File: src/rtl/lic_dec_acc.sv
// Decimal digit accumulator with sticky overflow.
module lic_dec_acc #(
   parameter int unsigned     W          = 32,
   parameter bit              FULL_RANGE = 1'b1,
   parameter longint unsigned LIMIT      = 64'd255
) (
   input  logic         clk,
   input  logic         rst_n,
   input  logic         clr,
   input  logic         dig_en,
   input  logic [3:0]   digit,
   output logic [W-1:0] val,
   output logic         seen,
   output logic         ovf
);

   localparam int unsigned XW = W + 4;

   if (W < 4) begin : g_bad_width
      $error("lic_dec_acc: W must be at least 4");
   end

   logic [XW-1:0] nxt;
   logic          hit;

   assign nxt = (XW'(val) * XW'(10)) + XW'(digit);

   // variant: overflow past the register width, or past an explicit limit
   if (FULL_RANGE) begin : g_full
      assign hit = |nxt[XW-1:W];
   end else begin : g_limit
      assign hit = nxt > XW'(LIMIT);
   end

   always_ff @(posedge clk) begin
      if (!rst_n || clr) begin
         val  <= '0;
         seen <= 1'b0;
         ovf  <= 1'b0;
      end else if (dig_en) begin
         seen <= 1'b1;
         if (hit || ovf) begin
            ovf <= 1'b1;
         end else begin
            val <= nxt[W-1:0];
         end
      end
   end

   // no value builds up before the first digit of a field
   p_zero_until_digit_r7: assert property (@(posedge clk) disable iff (!rst_n)
      !seen |-> (val == '0) && !ovf);

   // once overflowed, the flag stays until the line is cleared
   p_ovf_sticky_r7: assert property (@(posedge clk) disable iff (!rst_n)
      (ovf && !clr) |=> ovf);

endmodule

File: config.mk
export PLATFORM = sky130hd
export DESIGN_NAME = lic_dec_acc
export DESIGN_NICKNAME = d
export VERILOG_FILES = /design/src/rtl/lic_dec_acc.sv
export SDC_FILE = /design/constraint.sdc
export NUM_CORES = 1
export LEC_CHECK = 0
export ABC_AREA = 1
export CAP_MARGIN = 20
export CELL_PAD_IN_SITES_DETAIL_PLACEMENT = 0
export CELL_PAD_IN_SITES_GLOBAL_PLACEMENT = 1
export CORE_MARGIN = 4
export CORE_UTILIZATION = 49
export CTS_BUF_LIST = sky130_fd_sc_hd__clkbuf_4 sky130_fd_sc_hd__clkbuf_8
export CTS_CLUSTER_DIAMETER = 50
export DETAILED_ROUTE_END_ITERATION = 7
export DONT_BUFFER_PORTS = 1
export PLACE_DENSITY_LB_ADDON = 0.1
export SYNTH_ARGS = -nofsm -noshare
export SYNTH_HDL_FRONTEND = slang
export SYNTH_SLANG_ARGS = --single-unit
File: constraint.sdc
create_clock -name clk -period 10.6 [get_ports clk]
set_clock_uncertainty 0.15 [all_clocks]
set_input_delay 2.12 -clock clk [delete_from_list [all_inputs] [get_ports clk]]
set_output_delay 2.12 -clock clk [all_outputs]
set_load 0.05 [all_outputs]
---- Yosys cells after proc, flatten, opt, wreduce, memory -nomap -nowiden ----
Index checks and enable logic that the tools add are counted.
word-level totals
  input port bits ......................... 8
  flip-flop bits (word level) ............. 34
  output and inout bits ................... 34
cells by class
  multiply operators ...................... 1
  $add $sub $neg .......................... 1
  bitwise gates (word level) .............. 1
  reductions and logical operators ........ 6
operator list
  cell                                                                   number
  36-bit by 4-bit adder with 36-bit output                               1
  32-bit by 3-bit multiplier with 35-bit output (second input constant)  1
  2-bit AND reduction                                                    2
  4-bit OR reduction                                                     1
  1-bit logical OR                                                       2
  1-bit logical NOT                                                      1
  1-bit NOT                                                              1

---- Logic depth before layout (Yosys ltp) ----
  word-level depth ........................ 6
  depth in mapped cells ................... 26
  depth with buffers taken out ............ 25

---- Worst setup path after synthesis ----
Ideal clock, no wire load.
  path type ............................... input to register
  start ................................... in digit[1]
  end ..................................... reg val[0]
  slack ................................... 5.818 ns
  data required time ...................... 10.340 ns
  stages .................................. 20
  arrival ................................. 4.522 ns
  cell sequence ........................... ha_1 > inv_1 > fa_1 > o21ai_1 > nand2_1 > nor2_2 > nand2_1 > nor2_1 > nand3_1 > nor2_1 > nand3_2 > nor2_4 > nand3_2 > o21bai_2 > nand3_1 > nor2_4 > buf_6 > nand3_1 > nand2_1 > nor2_1
between the ends
  longest elaborated chain between the ends .. 5
RTL lines
  element                                   line  source
  start: declaration                        11    input logic [3:0] digit,
  36-bit by 4-bit adder with 36-bit output  26    assign nxt = (XW'(val) * XW'(10)) + XW'(digit);
  4-bit OR reduction                        30    assign hit = |nxt[XW-1:W];
  1-bit logical OR                          42    if (hit || ovf) begin
  1-bit NOT (no source line)                -
  2-bit AND reduction (no source line)      -
  end signal: assignment                    45    val <= nxt[W-1:0];
  end: declaration                          12    output logic [W-1:0] val,
Every way passes these cells.
A chain may end at the register's enable or synchronous reset.

---- Worst setup path after layout ----
  start ................................... in digit[1]
  end ..................................... reg val[16]
between the ends
  longest elaborated chain between the ends .. 5
RTL lines
  element                                       line
  36-bit by 4-bit adder with 36-bit output (*)  26
  4-bit OR reduction                            30
  1-bit logical OR                              42
  1-bit NOT (no source line)                    -
  2-bit AND reduction (no source line)          -
Every way passes the cells marked *; elsewhere a longest branch is shown, timed or not.

==> flow_summary_export.csv <==
group,metric,value,unit
outcome,status,"finished, final reports clean",
cts,cts_root_buf,"clkbuf_8",
timing,fin_crit,5.27,ns
placement,pre_cts_ws,4.93,ns
cts,cts_buffer_depth,2,
critical_path,r2r-start,"val[3]$_SDFFE_PP0P_",
timing,timing_worst_slew_pin_value,0.843,ns
cts,clock_sinks,34,
synth,netlist.area_leader.share,25.6,%
critical_path,critPathLaunchType,"primary input",
synth,ys_ff_latch,34,
finish,multi_input_area,4060,um^2
critical_path,worstPathRequired,10.70,ns
synth,syn_inst,1049,
global_routing,antenna_found_initial,0,
routing,vias_per_cell,4.86,
synth,netlist.top_cell.by_area,"nand2_1",
timing,setup_tns,0,ns
synth,ys_seq_area_share,12.0,%
finish,diodes,0,
finish,syn2layout_area_growth,3.38,%
finish,instances_no_fill,1189,
timing,slew_viol_final,0,
routing,num_vias,5782,
critical_path,crit_arrival,5.37,ns
cts,cts-resized-gates,0,
synth,synth_cell_types,33,
placement,placedCellCount,1181,
critical_path,crit_fanout,32,
cts,ctsHoldBuffers,0,
power_and_ir_drop,irDropWorstVdd,0.0000824,V
synth,synth_area_leaders,"nand2_1 26%, inv_1 14%, ha_1 14%, dfxtp_1 12%, nand3_1 7.2%",
cts,cts_buffers,5,
routing,dr.pass1.iters,5,
critical_path,critPathBufInv,2,
finish,nFillCells,1324,
job,maxCapViolations,0,
finish,final_layout_size_suffix_gt1_share,7.46,%
routing,drc,0,
cts,htreeDepth,2,
cts,cts_tree,"built",
die,row_count,39,
global_routing,grt_pass1_wl,27.2,mm
global_routing,grtUsageMet2,44.5,%
synth,ys_warn_count,0,
die,initial_utilization,49.9,%
synth,syn-num-nets,1122,
cts,clk_latency,0.32,ns
finish,mostFrequentLayoutCell,"nand2_1",
timing,rsz0062_at_grt,"no",
global_routing,grt_max_degree,34,
routing,final_antenna_net_count,0,
hold_path,min_from,"seen$_SDFFE_PP0P_",
timing,max_slew_margin,43.7,%
routing,routedWlPerCell,13.7,um
critical_path,r2r_slack,5.71,ns
die,core,11400,um^2
critical_path,worstSetupPathType,"primary input to flop",
timing,setup_violations,0,
hold_path,whs_path_depth,2,
finish,layout_common_cells,"389 x nand2_1, 215 x inv_1, 102 x nor2_1, 82 x nand3_1, 63 x ha_1",
die,fp.dieW,116,um
finish,nets,1118,
global_routing,use_met1,33.1,%
hold_path,min_path_type,"flop to flop",
critical_path,end_kind,"flop",
critical_path,cp_slowest_cell,"nand3_2",
synth,syn_area_per_cell,5.43,um^2
global_routing,grt_usage,25.6,%
cts,clkTransAtPathRegs,0.07,ns
critical_path,cp_cell_sequence,"ha_1 > inv_1 > fa_1 > o21ai_1 > nand2_1 > nor2_2 > nand2_1 > nor2_1 > nand3_1 > nor2_1 > nand3_2 > nor2_4 > nand3_2 > o21bai_2 > nand2_1 > nor2_2 > nand3_2 > nand2_1 > inv_1 > nor2_1",
die,die_h,116,um
critical_path,r2r-end,"val[25]$_SDFFE_PP0P_",
power_and_ir_drop,pwr_density_cell,88.3,nW/um^2
die,die-area,13400,um^2
routing,drtIter0Drc,384,
global_routing,overflow,0,
critical_path,cp_slowest_stage_delay,0.64,ns
placement,gp_congestion,0.920,
synth,synthesis.area,5700,um^2
placement,io_buffer_count,0,
timing,hold_viol,0,
timing,period_share,49.7,%
critical_path,path_delay_family,"simple AND/OR/NAND/NOR gates",
global_routing,grt.busiest_layer,"met2",
critical_path,crit_top_cell,"nand2_1",
timing,holdWs,0.585,ns
placement,hpwl,13.5,mm
timing,fin_ws,5.33,ns
critical_path,rr_worst_depth,22,
routing,wirelength,16.3,mm
hold_path,min_to,"seen$_SDFFE_PP0P_",
finish,ff_latch_area,681,um^2
timing,fmax,190,MHz
power_and_ir_drop,p_leak,3.44,nW
global_routing,grt_use_met3,3.55,%
cts,cts_setup_buffers,0,
die,io_pins,42,
global_routing,grt_pass1_vias,5533,
-- worst max path at each step --
stage             start                   end  slack (ns)  cells after the start
6_report       digit[1]  val[16]$_SDFFE_PP0P_        5.33                     20
3_3_place_gp   digit[1]  val[19]$_SDFFE_PP0P_        5.05                     20
3_5_place_dp   digit[1]  val[31]$_SDFFE_PP0P_        4.93                     20
4_1_cts        digit[1]  val[31]$_SDFFE_PP0P_        5.27                     20
2_1_floorplan  digit[1]   val[0]$_SDFFE_PP0P_        5.82                     20
5_1_grt        digit[1]  val[13]$_SDFFE_PP0P_        4.85                     20
-- per-stage QoR --
stage          util [%]  cell area (um^2)  total power, mW
3_3_place_gp       50.7              5790            0.414
6_report           51.6              5890            0.520
5_1_grt            51.6              5890            0.567
2_1_floorplan         -              5700            0.367
3_5_place_dp       50.7              5790            0.415
4_1_cts            51.6              5890            0.527
-- state kept, by name (all words and copies together), names as in the netlist --
| signal | flops |
|---|---|
| ovf | 1 |
| seen | 1 |
| val | 32 |
-- cell type report --
type	instances	share of cell area, %
repair buffers	2	0.255
clock buffers	7	1.53
inverters	229	14.6
clock inverters	1	0.0850
flip-flops and latches	34	11.6
well taps	143	3.04
multi-input cells	773	68.9
-- kinds of logic after synthesis --
family	synth area share [%]
buffers and inverters	16.9
DFF	12.0
AOI/OAI and AO/OA	2.04
xor gates and xnor gates	4.31
and+or+nand+nor	50.3
adders and majority gates	14.5
-- cell usage after synthesis (all sizes together) --
cell type	instances
nor3	4
xor2	22
nor2	125
fa	2
nand4	17
nand3	91
nand3b	7
and2	4
nand2	409
o21bai	1
or2	1
a31oi	1
o21ai	4
inv	227
clkinv	2
dfxtp	34
a21oi	15
buf	13
xnor2	6
and3	1
ha	63
-- metal layers --
layer | share of wire, % | wire length (um)
met5 | 0 | 0
met3 | 4.3 | 698
met2 | 47 | 7680
met1 | 47 | 7630
met4 | 1.9 | 306
-- worst reg2reg max path: cells and delay by family, from the launching register on --
kind / cells / cell delay [ns]
fa+ha+maj: 3 / 1.19
flops: 1 / 0.72
simple gates: 19 / 2.74
-- report_power, final --
group | total, mW | switching, mW | internal, mW
combinational | 0.226 | 0.150 | 0.0763
clock | 0.110 | 0.0547 | 0.0550
sequential | 0.184 | 0.0467 | 0.137
total | 0.520 | 0.252 | 0.269
Note: power is estimated with default switching activity, not from simulation.
